## config.mk

```make
export PLATFORM = sky130hd
export DESIGN_NAME = mem_slowdown_est
export DESIGN_NICKNAME = d
export VERILOG_FILES = /design/src/rtl/sde_pkg.sv /design/src/rtl/sde_epoch_pick.sv /design/src/rtl/sde_core_ctr.sv /design/src/rtl/sde_divider.sv /design/src/rtl/mem_slowdown_est.sv
export SDC_FILE = /design/constraint.sdc
export NUM_CORES = 2
export LEC_CHECK = 0
export ABC_CLOCK_PERIOD_IN_PS = 8850
export BUFFER_PORTS_ARGS = -buffer_cell sky130_fd_sc_hd__buf_2
export CELL_PAD_IN_SITES_DETAIL_PLACEMENT = 2
export CELL_PAD_IN_SITES_GLOBAL_PLACEMENT = 2
export CORE_MARGIN = 4
export CORE_UTILIZATION = 25
export CTS_CLUSTER_SIZE = 20
export DETAILED_ROUTE_END_ITERATION = 8
export GPL_TIMING_DRIVEN = 0
export PLACE_DENSITY_LB_ADDON = 0.05
export RECOVER_POWER = 50
export SLEW_MARGIN = 25
export SYNTH_ARGS = -nofsm -noshare
export SYNTH_HDL_FRONTEND = slang
export SYNTH_SLANG_ARGS = --single-unit
```

## constraint.sdc

```tcl
create_clock -name clk -period 8.85 [get_ports clk]
set_input_delay 0 -clock clk [delete_from_list [all_inputs] [get_ports clk]]
set_output_delay 0 -clock clk [all_outputs]
set_load 0.03 [all_outputs]
```

## src/rtl/sde_pkg.sv

```systemverilog
package sde_pkg;
   // Galois feedback masks for maximal-length shift registers of selected widths
   function automatic logic [31:0] lfsr_mask(input int width);
      case (width)
         8:       return 32'h0000_00B8;
         16:      return 32'h0000_B400;
         24:      return 32'h00E1_0000;
         32:      return 32'h8020_0003;
         default: return 32'h0000_0000;
      endcase
   endfunction

   function automatic bit is_pow2(input int v);
      return (v > 0) && ((v & (v - 1)) == 0);
   endfunction
endpackage

```

## src/rtl/sde_epoch_pick.sv

```systemverilog
module sde_epoch_pick #(
   parameter int          NUM_CORES = 4,
   parameter int          LFSR_W    = 16,
   parameter int unsigned LFSR_SEED = 32'h0000_ACE1,
   localparam int         IDW       = $clog2(NUM_CORES)
) (
   input  logic           clk,
   input  logic           rst_n,
   input  logic           epoch_end_i,
   output logic [IDW-1:0] prio_o
);
   import sde_pkg::*;

   localparam logic [LFSR_W-1:0] MASK = LFSR_W'(lfsr_mask(LFSR_W));
   localparam logic [LFSR_W-1:0] SEED = LFSR_W'(LFSR_SEED);

   logic [LFSR_W-1:0] lfsr_q, lfsr_nxt;
   logic [IDW-1:0]    prio_q, pick;

   assign lfsr_nxt = {1'b0, lfsr_q[LFSR_W-1:1]} ^ (lfsr_q[0] ? MASK : '0);

   generate
      if (is_pow2(NUM_CORES)) begin : g_mask_pick
         assign pick = lfsr_nxt[IDW-1:0];
      end else begin : g_mod_pick
         assign pick = IDW'(lfsr_nxt % LFSR_W'(NUM_CORES));
      end
   endgenerate

   always_ff @(posedge clk) begin
      if (!rst_n) begin
         lfsr_q <= SEED;
         prio_q <= '0;
      end else begin
         lfsr_q <= lfsr_nxt;
         if (epoch_end_i) prio_q <= pick;
      end
   end

   assign prio_o = prio_q;

   assert_prio_range_R1: assert property (@(posedge clk) disable iff (!rst_n)
      prio_q < IDW'(NUM_CORES - 1) || prio_q == IDW'(NUM_CORES - 1));
   assert_prio_held_R1: assert property (@(posedge clk) disable iff (!rst_n)
      !epoch_end_i |=> $stable(prio_q));
   assert_lfsr_alive_R2: assert property (@(posedge clk) disable iff (!rst_n)
      lfsr_q != '0);
endmodule

```

## src/rtl/sde_core_ctr.sv

```systemverilog
module sde_core_ctr #(
   parameter int  IL      = 128,
   parameter int  FRAC_W  = 8,
   localparam int IL_LOG2 = $clog2(IL),
   localparam int CNT_W   = $clog2(IL + 1),
   localparam int NUM_W   = 2 * CNT_W + FRAC_W,
   localparam int DEN_W   = 2 * CNT_W,
   localparam int BASE_W  = CNT_W + FRAC_W
) (
   input  logic              clk,
   input  logic              rst_n,
   input  logic              int_end_i,
   input  logic              is_prio_i,
   input  logic              served_i,
   input  logic              stalled_i,
   input  logic              waiting_i,
   input  logic              other_i,
   output logic [NUM_W-1:0]  num_o,
   output logic [DEN_W-1:0]  den_o,
   output logic [FRAC_W:0]   base_o,
   output logic              sat_o
);
   logic [CNT_W-1:0] srv_q, stl_q, hpr_q, hpc_q, itf_q;
   logic [CNT_W-1:0] srv_n, stl_n, hpr_n, hpc_n, itf_n, eff_n;
   logic [BASE_W-1:0] idle_scaled;
   logic [FRAC_W:0]   base_q;
   logic              sat_q;

   always_comb begin
      srv_n = srv_q + CNT_W'(served_i);
      stl_n = stl_q + CNT_W'(stalled_i);
      hpc_n = hpc_q + CNT_W'(is_prio_i);
      hpr_n = hpr_q + CNT_W'(is_prio_i & served_i);
      itf_n = itf_q + CNT_W'(is_prio_i & waiting_i & other_i);
      eff_n = hpc_n - itf_n;
   end

   // (1 - alpha) in fixed point: the interval length is a power of two
   assign idle_scaled = (BASE_W'(IL) - BASE_W'(stl_n)) << FRAC_W;

   // alpha * alone/shared collapses to T*Q / (E*S) because L cancels
   assign num_o = (NUM_W'(stl_n) * NUM_W'(hpr_n)) << FRAC_W;
   assign den_o = DEN_W'(eff_n) * DEN_W'(srv_n);

   always_ff @(posedge clk) begin
      if (!rst_n) begin
         srv_q  <= '0;
         stl_q  <= '0;
         hpr_q  <= '0;
         hpc_q  <= '0;
         itf_q  <= '0;
         base_q <= '0;
         sat_q  <= 1'b0;
      end else if (int_end_i) begin
         srv_q  <= '0;
         stl_q  <= '0;
         hpr_q  <= '0;
         hpc_q  <= '0;
         itf_q  <= '0;
         base_q <= (FRAC_W+1)'(idle_scaled >> IL_LOG2);
         sat_q  <= (srv_n == '0) || (eff_n == '0);
      end else begin
         srv_q <= srv_n;
         stl_q <= stl_n;
         hpr_q <= hpr_n;
         hpc_q <= hpc_n;
         itf_q <= itf_n;
      end
   end

   assign base_o = base_q;
   assign sat_o  = sat_q;

   assert_itf_within_prio_R5: assert property (@(posedge clk) disable iff (!rst_n)
      itf_q <= hpc_q);
   assert_req_within_prio_R4: assert property (@(posedge clk) disable iff (!rst_n)
      hpr_q <= hpc_q);
   assert_prio_only_R4: assert property (@(posedge clk) disable iff (!rst_n)
      (!is_prio_i && !int_end_i) |=> ($stable(hpc_q) && $stable(hpr_q) && $stable(itf_q)));
   assert_no_overflow_R3: assert property (@(posedge clk) disable iff (!rst_n)
      srv_q < CNT_W'(IL) && stl_q < CNT_W'(IL) && hpc_q < CNT_W'(IL));
   assert_cleared_R9: assert property (@(posedge clk) disable iff (!rst_n)
      int_end_i |=> (srv_q == '0 && stl_q == '0 && hpc_q == '0));
endmodule

```

## src/rtl/sde_divider.sv

```systemverilog
module sde_divider #(
   parameter int  NUM_W = 20,
   parameter int  DEN_W = 12,
   localparam int CTW   = $clog2(NUM_W + 1)
) (
   input  logic             clk,
   input  logic             rst_n,
   input  logic             start_i,
   input  logic [NUM_W-1:0] num_i,
   input  logic [DEN_W-1:0] den_i,
   output logic [NUM_W-1:0] quo_o,
   output logic             done_o
);
   logic [NUM_W-1:0] quo_q;
   logic [DEN_W-1:0] rem_q, den_q;
   logic [CTW-1:0]   cnt_q;
   logic             done_q;
   logic [DEN_W:0]   rem_sh, rem_sub;
   logic             fits;

   assign rem_sh  = {rem_q, quo_q[NUM_W-1]};
   assign rem_sub = rem_sh - {1'b0, den_q};
   assign fits    = rem_sh >= {1'b0, den_q};

   always_ff @(posedge clk) begin
      if (!rst_n) begin
         quo_q  <= '0;
         rem_q  <= '0;
         den_q  <= '0;
         cnt_q  <= '0;
         done_q <= 1'b0;
      end else begin
         done_q <= 1'b0;
         if (start_i) begin
            quo_q <= num_i;
            rem_q <= '0;
            den_q <= den_i;
            cnt_q <= CTW'(NUM_W);
         end else if (cnt_q != '0) begin
            quo_q  <= {quo_q[NUM_W-2:0], fits};
            rem_q  <= fits ? rem_sub[DEN_W-1:0] : rem_sh[DEN_W-1:0];
            cnt_q  <= cnt_q - 1'b1;
            done_q <= (cnt_q == CTW'(1));
         end
      end
   end

   assign quo_o  = quo_q;
   assign done_o = done_q;

   assert_idle_at_start_R10: assert property (@(posedge clk) disable iff (!rst_n)
      start_i |-> cnt_q == '0);
   assert_done_finished_R10: assert property (@(posedge clk) disable iff (!rst_n)
      done_q |-> (cnt_q == '0 && !$past(start_i)));
endmodule

```

## src/rtl/mem_slowdown_est.sv

```systemverilog
module mem_slowdown_est #(
   parameter int          NUM_CORES      = 4,
   parameter int          EPOCH_LEN      = 16,
   parameter int          EPOCHS_PER_INT = 8,
   parameter int          FRAC_W         = 8,
   parameter int          OUT_W          = 16,
   parameter int          LFSR_W         = 16,
   parameter int unsigned LFSR_SEED      = 32'h0000_ACE1,
   localparam int         IDW            = $clog2(NUM_CORES)
) (
   input  logic                       clk,
   input  logic                       rst_n,
   input  logic [NUM_CORES-1:0]       served_i,
   input  logic [NUM_CORES-1:0]       stalled_i,
   input  logic [NUM_CORES-1:0]       waiting_i,
   input  logic                       other_issued_i,
   output logic [IDW-1:0]             prio_core_o,
   output logic [NUM_CORES*OUT_W-1:0] slowdown_o,
   output logic                       slowdown_valid_o
);
   import sde_pkg::*;

   localparam int IL     = EPOCH_LEN * EPOCHS_PER_INT;
   localparam int CNT_W  = $clog2(IL + 1);
   localparam int NUM_W  = 2 * CNT_W + FRAC_W;
   localparam int DEN_W  = 2 * CNT_W;
   localparam int SUM_W  = NUM_W + 1;
   localparam int EPW    = $clog2(EPOCH_LEN);
   localparam int EPNW   = $clog2(EPOCHS_PER_INT);

   // elaboration-time parameter checks
   if (NUM_CORES < 2) begin : g_chk_cores
      $error("NUM_CORES must be at least 2");
   end
   if (!is_pow2(EPOCH_LEN) || EPOCH_LEN < 2) begin : g_chk_epoch
      $error("EPOCH_LEN must be a power of two, at least 2");
   end
   if (!is_pow2(EPOCHS_PER_INT) || EPOCHS_PER_INT < 2) begin : g_chk_epochs
      $error("EPOCHS_PER_INT must be a power of two, at least 2");
   end
   if (IL <= NUM_W + 2) begin : g_chk_latency
      $error("interval too short for the divider latency");
   end
   if (lfsr_mask(LFSR_W) == 0) begin : g_chk_lfsr
      $error("LFSR_W must be 8, 16, 24 or 32");
   end
   if (LFSR_SEED == 0) begin : g_chk_seed
      $error("LFSR_SEED must be nonzero");
   end
   if (OUT_W <= FRAC_W) begin : g_chk_out
      $error("OUT_W must exceed FRAC_W");
   end

   logic [EPW-1:0]  ep_q;
   logic [EPNW-1:0] epn_q;
   logic            epoch_end, int_end;
   logic [IDW-1:0]  prio;

   assign epoch_end = (ep_q == EPW'(EPOCH_LEN - 1));
   assign int_end   = epoch_end && (epn_q == EPNW'(EPOCHS_PER_INT - 1));

   always_ff @(posedge clk) begin
      if (!rst_n) begin
         ep_q  <= '0;
         epn_q <= '0;
      end else begin
         ep_q <= ep_q + 1'b1;
         if (epoch_end) epn_q <= epn_q + 1'b1;
      end
   end

   sde_epoch_pick #(
      .NUM_CORES (NUM_CORES),
      .LFSR_W    (LFSR_W),
      .LFSR_SEED (LFSR_SEED)
   ) pick_i (
      .clk         (clk),
      .rst_n       (rst_n),
      .epoch_end_i (epoch_end),
      .prio_o      (prio)
   );

   logic [NUM_CORES-1:0]       done_v;
   logic [NUM_CORES-1:0]       sat_v;
   logic [NUM_CORES*OUT_W-1:0] res_v;
   logic [NUM_CORES*OUT_W-1:0] sd_q;
   logic                       valid_q;
   logic                       all_done;

   genvar gi;
   generate
      for (gi = 0; gi < NUM_CORES; gi++) begin : g_core
         logic [NUM_W-1:0]  num, quo;
         logic [DEN_W-1:0]  den;
         logic [FRAC_W:0]   base;
         logic [SUM_W-1:0]  sum;

         sde_core_ctr #(
            .IL     (IL),
            .FRAC_W (FRAC_W)
         ) ctr_i (
            .clk       (clk),
            .rst_n     (rst_n),
            .int_end_i (int_end),
            .is_prio_i (prio == IDW'(gi)),
            .served_i  (served_i[gi]),
            .stalled_i (stalled_i[gi]),
            .waiting_i (waiting_i[gi]),
            .other_i   (other_issued_i),
            .num_o     (num),
            .den_o     (den),
            .base_o    (base),
            .sat_o     (sat_v[gi])
         );

         sde_divider #(
            .NUM_W (NUM_W),
            .DEN_W (DEN_W)
         ) div_i (
            .clk     (clk),
            .rst_n   (rst_n),
            .start_i (int_end),
            .num_i   (num),
            .den_i   (den),
            .quo_o   (quo),
            .done_o  (done_v[gi])
         );

         assign sum = SUM_W'(base) + SUM_W'(quo);

         if (SUM_W > OUT_W) begin : g_clamp
            localparam logic [SUM_W-1:0] LIMIT = SUM_W'({OUT_W{1'b1}});
            assign res_v[gi*OUT_W +: OUT_W] =
               (sat_v[gi] || sum > LIMIT) ? {OUT_W{1'b1}} : sum[OUT_W-1:0];
         end else begin : g_wide
            assign res_v[gi*OUT_W +: OUT_W] =
               sat_v[gi] ? {OUT_W{1'b1}} : OUT_W'(sum);
         end
      end
   endgenerate

   assign all_done = &done_v;

   always_ff @(posedge clk) begin
      if (!rst_n) begin
         sd_q    <= '0;
         valid_q <= 1'b0;
      end else begin
         valid_q <= all_done;
         if (all_done) sd_q <= res_v;
      end
   end

   assign prio_core_o      = prio;
   assign slowdown_o       = sd_q;
   assign slowdown_valid_o = valid_q;

   assert_valid_pulse_R10: assert property (@(posedge clk) disable iff (!rst_n)
      valid_q |=> !valid_q);
   assert_result_held_R10: assert property (@(posedge clk) disable iff (!rst_n)
      !valid_q |-> $stable(sd_q) || $past(all_done));
   assert_dividers_lockstep_R10: assert property (@(posedge clk) disable iff (!rst_n)
      done_v == '0 || all_done);
   assert_no_end_while_busy_R10: assert property (@(posedge clk) disable iff (!rst_n)
      int_end |-> !all_done);
endmodule

```

Word level (Yosys, flattened, before mapping):

Cells that the tools add are included.
W data, S select, Z words.

* bits in registers: 534
* input port bits: 15
* output and inout bits: 67

* add/sub/neg operators: 42
* multiply operators: 8
* order comparisons: 8
* eq/ne operators: 9
* muxes and demuxes: 25
* bitwise logic cells: 18
* reduce and logical (&&, ||, !) cells: 32

Operators by type and width (count)
* $mux W24: 8
* $mux W16: 9
* $mul A8 B8 Y16: 8
* $add A9 B24 Y25: 4
* $gt A25 B16 Y1 const B: 4
* $add A8 B1 Y8: 12
* $ge A17 B16 Y1: 4
* $add A8 B8 Y8: 8
* $logic_not A8 Y1: 8
* $sub A16 B16 Y16: 4
* $mux W5: 8
* $and A8 B1 Y8: 4
* $sub A8 B8 Y8: 4
* $sub A8 B8 Y8 const A: 4
* $eq A5 B1 Y1 const B: 4
* $reduce_bool A5 Y1: 4
* $sub A5 B1 Y5 const B: 4
* $xor A15 B16 Y16: 1
* $reduce_or A3 Y1: 4
* $and A1 B1 Y1: 8
* $logic_or A1 B1 Y1: 8
* $reduce_bool A2 Y1: 4
* $not A1 Y1: 5
* $add A4 B1 Y4 const B: 1
* 9 further kinds: 10

Logic depth before layout (Yosys ltp):

* depth after elaboration: 7
* gate-level depth with buffers: 27

By module:

A second synthesis with hierarchy kept.

* cells, all modules: 5540
* area, all modules: 46139.3 um^2

Modules (own cells, without submodules)
* sde_divider at g_core[1].div_i ...: instances 2, cells an instance 460, area an instance 3626.0 um^2, sequential area each 1241.2 um^2
* sde_core_ctr at g_core[1].ctr_i: instances 1, cells an instance 768, area an instance 6537.5 um^2, sequential area each 980.9 um^2
* sde_core_ctr at g_core[3].ctr_i: instances 1, cells an instance 740, area an instance 6411.1 um^2, sequential area each 980.9 um^2
* sde_core_ctr at g_core[0].ctr_i: instances 1, cells an instance 747, area an instance 6407.4 um^2, sequential area each 980.9 um^2
* sde_core_ctr at g_core[2].ctr_i: instances 1, cells an instance 746, area an instance 6399.9 um^2, sequential area each 980.9 um^2
* mem_slowdown_est: instances 1, cells an instance 655, area an instance 5332.6 um^2, sequential area each 1441.4 um^2
* sde_divider at g_core[0].div_i: instances 1, cells an instance 477, area an instance 3714.8 um^2, sequential area each 1241.2 um^2
* sde_divider at g_core[3].div_i: instances 1, cells an instance 445, area an instance 3557.2 um^2, sequential area each 1241.2 um^2
* sde_epoch_pick: instances 1, cells an instance 42, area an instance 526.8 um^2, sequential area each 360.3 um^2

Least setup slack after synthesis:

Ideal clock, no wire load.

* path kind: register -> register
* from: register pick_i.prio_q[0], in the netlist pick_i.prio_o[0]
* to: register g_core[2].div_i.den_q[15]
* setup time: 0.133 ns
* arrival: 6.707 ns
* setup slack: 2.011 ns
* stages on the path, launching flop included: 28
* buffers on the path: 0
* clock period less this slack: 6.839 ns
* cells stage by stage: dfxtp_1 -> nor2b_1 -> and3_1 -> ha_1 -> ha_1 -> xnor2_1 -> ha_1 -> a21oi_1 -> maj3_1 -> a21oi_1 -> maj3_1 -> a21o_1 -> xnor2_2 -> nor2_1 -> fa_1 -> fa_1 -> fa_1 -> inv_1 -> fa_1 -> inv_1 -> ha_1 -> or2_2 -> a21oi_1 -> a21oi_1 -> a41o_1 -> o41ai_1 -> xnor2_1 -> a21oi_1

* cells in the longest elaborated chain, start to end: 6
* elaborated cells on any way between the ends: 7

RTL lines
* from (decl): RTL line sde_epoch_pick.sv:18 `logic [IDW-1:0] prio_q, pick;`
* from (signal assigned): RTL line sde_epoch_pick.sv:36 `if (epoch_end_i) prio_q <= pick;`
* $eq A2 B2 Y1: RTL line mem_slowdown_est.sv:105 `.is_prio_i (prio == IDW'(gi)),`
* $and A1 B1 Y1: RTL line sde_core_ctr.sv:34 `itf_n = itf_q + CNT_W'(is_prio_i & waiting_i & other_i);`
* $and A8 B1 Y8: RTL line sde_core_ctr.sv:34
* $add A8 B8 Y8: RTL line sde_core_ctr.sv:34
* via g_core[2].ctr_i.itf_n[1]: RTL line sde_core_ctr.sv:24 `logic [CNT_W-1:0] srv_n, stl_n, hpr_n, hpc_n, itf_n, eff_n;`
* $sub A8 B8 Y8: RTL line sde_core_ctr.sv:35 `eff_n = hpc_n - itf_n;`
* $mul A8 B8 Y16: RTL line sde_core_ctr.sv:43 `assign den_o = DEN_W'(eff_n) * DEN_W'(srv_n);`
* to (signal assigned): RTL line sde_divider.sv:37 `den_q <= den_i;`
* to (decl): RTL line sde_divider.sv:15 `logic [DEN_W-1:0] rem_q, den_q;`

The timed path passes the listed nets, and every way through them passes these cells.
A chain may end at the register's enable or synchronous reset.

Worst setup path after layout:

* from: register pick_i.prio_q[1], in the netlist pick_i.prio_o[1]
* to: register g_core[2].div_i.den_q[15]

The elaborated chain is that of the path after synthesis.

==> summary.log <==
INFO  worst_setup_path crit_slowest_cell=sky130_fd_sc_hd__dfxtp_1
INFO  clock_tree     ctsLongestPathBuffers=3
INFO  clock_tree     h-tree-depth=3
INFO  timing         hold_viol=0
INFO  clock_tree     clock_tree_from_tritoncts=built
INFO  clock_tree     cts_made_buffers=80
INFO  timing         timing.final.setup_violations=0
INFO  timing         layout_worst_path_cycle_share=93.3%
INFO  worst_setup_path reg2reg_depth=27
INFO  detailed_routing detail_route.first_pass.iterations=5
INFO  pwr            clock_power_share=36.6%
INFO  timing         fmaxAchievable=121MHz
INFO  global_routing grt_pass1_vias=40700
INFO  detailed_routing detail_route.iter0.violations=1601
INFO  worst_setup_path timing.critical_path.from_type=flip-flop
INFO  floorplanning  area_of_the_core=172000um2
INFO  yosys          share_of_synthesized_flip_flops_with_an_asynchronous_set_or_reset=0%
INFO  run_status     outcome=finished clean
INFO  yosys          synth.cell_area=43200um2
INFO  worst_setup_path req_time_crit_path=9.38ns
INFO  global_routing global_route_wire_length_before_repair=270mm
INFO  worst_setup_path cp_data_arrival_time=8.79ns
INFO  timing         number_of_pins_with_negative_max_slew_slack_in_the_final_report=0
INFO  pwr            vdd.ir_drop.worst=126uV
INFO  clock_tree     cts-root-buf=sky130_fd_sc_hd__clkbuf_16
INFO  min_path       worstHoldPathType=primary input to flip-flop
INFO  pwr            power-per-cell-area=186nW/um2
INFO  worst_setup_path timing.critical_path.max_delay_family=adder cells
INFO  timing         timing.max_slew.rel_slack=25.4%
INFO  worst_setup_path path_max_fanout=9
INFO  floorplanning  placement_rows=152
INFO  layout         layout.filler_cells=19500
INFO  layout         finish.net_count=6186
INFO  global_routing grt_antenna_before_repair=23
INFO  detailed_routing wl_per_cell=23.0um
INFO  yosys          ys_dominant_reg_cell=sky130_fd_sc_hd__dfxtp_1
INFO  detailed_routing remaining_drc_errors=0
INFO  detailed_routing route.vias.total=37100
INFO  worst_setup_path rr_startpoint=pick_i.prio_o[1]
INFO  global_routing globalRouteOverflowTotal=0
INFO  yosys          yosysWarningCount=0
INFO  yosys          synth.net_count=5991
INFO  pwr            switching_share=38.8%
INFO  min_path       whs_endpoint=g_core[2].ctr_i.itf_q[0]
INFO  worst_setup_path timing.critical_path.slowest_cell_delay=0.71ns
INFO  pwr            post_layout_power=9340uW
INFO  worst_setup_path setup.worst_path.end_class=flip-flop
INFO  layout         share_of_cells_above_drive_strength_1=5.87%
INFO  worst_setup_path cp_num_cells=27
INFO  floorplanning  dieHeight=424um
INFO  pwr            internal-power=5720uW
INFO  placed_design  gp_congestion=0.774
INFO  yosys          syn-instance-count=5214
INFO  pwr            p_comb_share=34.1%
INFO  timing         finalHoldWorstSlack=0.00269ns
INFO  yosys          seq_area_frac_synth=24.7%
INFO  placed_design  dp_hpwl=143mm
INFO  yosys          syn_area_per_cell=8.29um2
INFO  yosys          yosys.cell_types.count=80
INFO  clock_tree     cts_num_sinks=534
INFO  timing         finClkSkew=0.0543ns
INFO  detailed_routing routed_wirelength=179mm
INFO  min_path       min-delay-start=other_issued_i
INFO  timing         tightest_slew=1.12ns
INFO  pwr            p_seq_share=29.4%
INFO  flow_run       max-cap-violations=0
INFO  pwr            leakage=0.0219uW
INFO  yosys          synth-edff-count=0
INFO  worst_setup_path timing.rr.end=g_core[2].div_i.den_q[15]
INFO  placed_design  placement.io_buffers=81
INFO  worst_setup_path regToRegSetupSlack=0.59ns
INFO  worst_setup_path critical_path.n_buffers_inverters=2
INFO  global_routing maximum_number_of_pins_on_one_net_before_global_route_repair=13
INFO  floorplanning  die_width=424um
INFO  clock_tree     later_pin_clock_latency_in_the_skew_report=0.72ns
INFO  worst_setup_path worst_setup_path_startpoint=pick_i.prio_o[1]
INFO  detailed_routing drtAntennaViolNets=0
INFO  clock_tree     clk_pin_slew_worst_paths=0.06ns
INFO  floorplanning  dieArea=180000um2
INFO  timing         timing.final.crit_period=8.26ns
INFO  worst_setup_path critical_path_class=flip-flop to flip-flop
INFO  detailed_routing vias_cell=4.77
INFO  global_routing grt_util_all_layers=19.9%
INFO  yosys          postSynthRegisterBits=534
INFO  min_path       hold_depth=4
INFO  pwr            p_switching=3630uW
INFO  worst_setup_path cp_common_cell=sky130_fd_sc_hd__a21oi_1
INFO  floorplanning  initial_utilization=25.2%
INFO  floorplanning  design.portCount=82
INFO  clock_tree     postCtsSetupRepairBufs=0
INFO  layout         syn2layout_area_growth=15.9%
[cell usage in the layout, fill, tap and decap left out, drive strengths merged, types with 31 or more instances in the layout]
cell type / n
nor2: 595
o21a: 31
a311oi: 43
inv: 572
nand3: 126
dfxtp: 534
nor3: 106
a21o: 46
nand2: 529
clkbuf: 333
o21ai: 184
or2: 55
xor2: 153
a21oi: 369
nand2b: 54
xnor2: 228
ha: 463
mux2i: 45
a211oi: 51
and2: 114
fa: 299
buf: 55
nor2b: 62
and3: 86
[layer usage]
metal | global-route usage [%] | vias to the layer above | wire, um
li1 | - | 17700 | -
met1 | 28.1 | 18900 | 88900
met2 | 33.4 | 343 | 83300
met3 | 1.67 | 127 | 4460
met4 | 3.79 | 0 | 2760
met5 | 0 | - | 0
[layout make-up]
type / count / area, um2 / area share, %
flip-flops and latches: 534 / 10700 / 21.3
repair buffers: 113 / 940 / 1.87
multi-input cells: 3935 / 29900 / 59.7
plain buffers: 173 / 748 / 1.49
well taps: 2310 / 2890 / 5.77
clock inverters: 32 / 482 / 0.961
diodes: 10 / 25.0 / 0.0499
inverters: 572 / 2150 / 4.28
clock buffers: 112 / 2280 / 4.55
[cell families after synthesis]
group	synth area share (%)
fa+ha+maj	27.4
simple gates	19.8
compound gates	12.7
flops	24.7
xor+xnor	7.73
mux	1.09
buf+inv	6.56
[flip-flops by register name, indices dropped and copies added (netlist names)]
register and flops:
g_core.div_i.quo_o 96, g_core.div_i.den_q 64, g_core.div_i.rem_q 64, slowdown_o 64, g_core.ctr_i.base_o 32, g_core.ctr_i.hpc_q 32, g_core.ctr_i.hpr_q 32, g_core.ctr_i.itf_q 32
g_core.ctr_i.srv_q 32, g_core.ctr_i.stl_q 32, g_core.div_i.cnt_q 20, pick_i.lfsr_q 16, ep_q 4, g_core.ctr_i.sat_o 4, g_core.div_i.done_o 4, epn_q 3
pick_i.prio_o 2, slowdown_valid_o 1
[synth_stat cells (105+ instances only)]
cell type	number	share of area [%]
sky130_fd_sc_hd__a21oi_1	368	4.3
sky130_fd_sc_hd__and2_1	114	1.6
sky130_fd_sc_hd__clkbuf_1	155	1.3
sky130_fd_sc_hd__dfxtp_1	534	25
sky130_fd_sc_hd__fa_1	299	14
sky130_fd_sc_hd__ha_1	463	13
sky130_fd_sc_hd__inv_1	569	4.9
sky130_fd_sc_hd__nand2_1	529	4.6
sky130_fd_sc_hd__nand3_1	126	1.5
sky130_fd_sc_hd__nor2_1	595	5.2
sky130_fd_sc_hd__nor3_1	105	1.2
sky130_fd_sc_hd__o21ai_0	182	2.1
sky130_fd_sc_hd__xnor2_1	227	4.6
sky130_fd_sc_hd__xor2_1	153	3.1
[how the worst max path moves through the flow]
stage	slack [ns]	end
after floorplan	2.01	g_core[2].div_i.den_q[15]
after global placement	0.06	g_core[1].div_i.den_q[15]
after detailed placement	0.05	g_core[1].div_i.den_q[15]
after CTS	0.1	g_core[1].div_i.den_q[15]
after global routing	-0.006	g_core[1].div_i.den_q[15]
final	0.59	g_core[2].div_i.den_q[15]
[through the flow]
stage	instances	util [%]	area (um2)	setup TNS [ns]	setup slack, ns
global route	7788	29.2	50100	-0.00554	-0.00554
global placement	7605	27.1	46500	0	0.0594
finish	7791	29.2	50100	0	0.590
detailed placement	7627	27.5	47200	0	0.0470
CTS	7781	29.1	50000	0	0.0985
floorplan	5214	-	43200	0	2.01
[power by group through the flow]
stage               Combinational, uW  Sequential (uW)  Clock (uW)
global route                     3510             2770        3640
floorplan                        2120             2730           0
global placement                 3130             2790           0
CTS                              3200             2740        3550
finish                           3180             2750        3420
detailed placement               3180             2790           0
[repair_timing]
| item | 4_1_cts | 5_1_grt |
|---|---|---|
| resized for setup | 2 | 5 |
| endpoints found under the setup margin | 2 | 4 |
| endpoints found under the hold margin | 11 | 0 |
| hold buffers | 10 | 0 |
[worst reg2reg max path, stage by stage (launching register included)]
cell and delay (ns):
sky130_fd_sc_hd__dfxtp_1 0.71, sky130_fd_sc_hd__nor2b_4 0.41, sky130_fd_sc_hd__and3_1 0.21, sky130_fd_sc_hd__ha_1 0.20, sky130_fd_sc_hd__ha_1 0.27, sky130_fd_sc_hd__xnor2_1 0.14, sky130_fd_sc_hd__ha_1 0.20, sky130_fd_sc_hd__a21oi_1 0.30
sky130_fd_sc_hd__maj3_1 0.25, sky130_fd_sc_hd__a21oi_1 0.13, sky130_fd_sc_hd__maj3_1 0.39, sky130_fd_sc_hd__a21o_1 0.21, sky130_fd_sc_hd__xnor2_2 0.52, sky130_fd_sc_hd__nor2_1 0.14, sky130_fd_sc_hd__fa_1 0.54, sky130_fd_sc_hd__fa_1 0.44
sky130_fd_sc_hd__fa_1 0.55, sky130_fd_sc_hd__inv_1 0.06, sky130_fd_sc_hd__fa_1 0.53, sky130_fd_sc_hd__inv_1 0.04, sky130_fd_sc_hd__ha_1 0.33, sky130_fd_sc_hd__or2_2 0.32, sky130_fd_sc_hd__a21oi_1 0.15, sky130_fd_sc_hd__a21oi_1 0.08
sky130_fd_sc_hd__a41o_1 0.30, sky130_fd_sc_hd__o41ai_1 0.31, sky130_fd_sc_hd__xnor2_1 0.25, sky130_fd_sc_hd__a21oi_1 0.12
No activity file was read; power rests on OpenSTA's default activity.
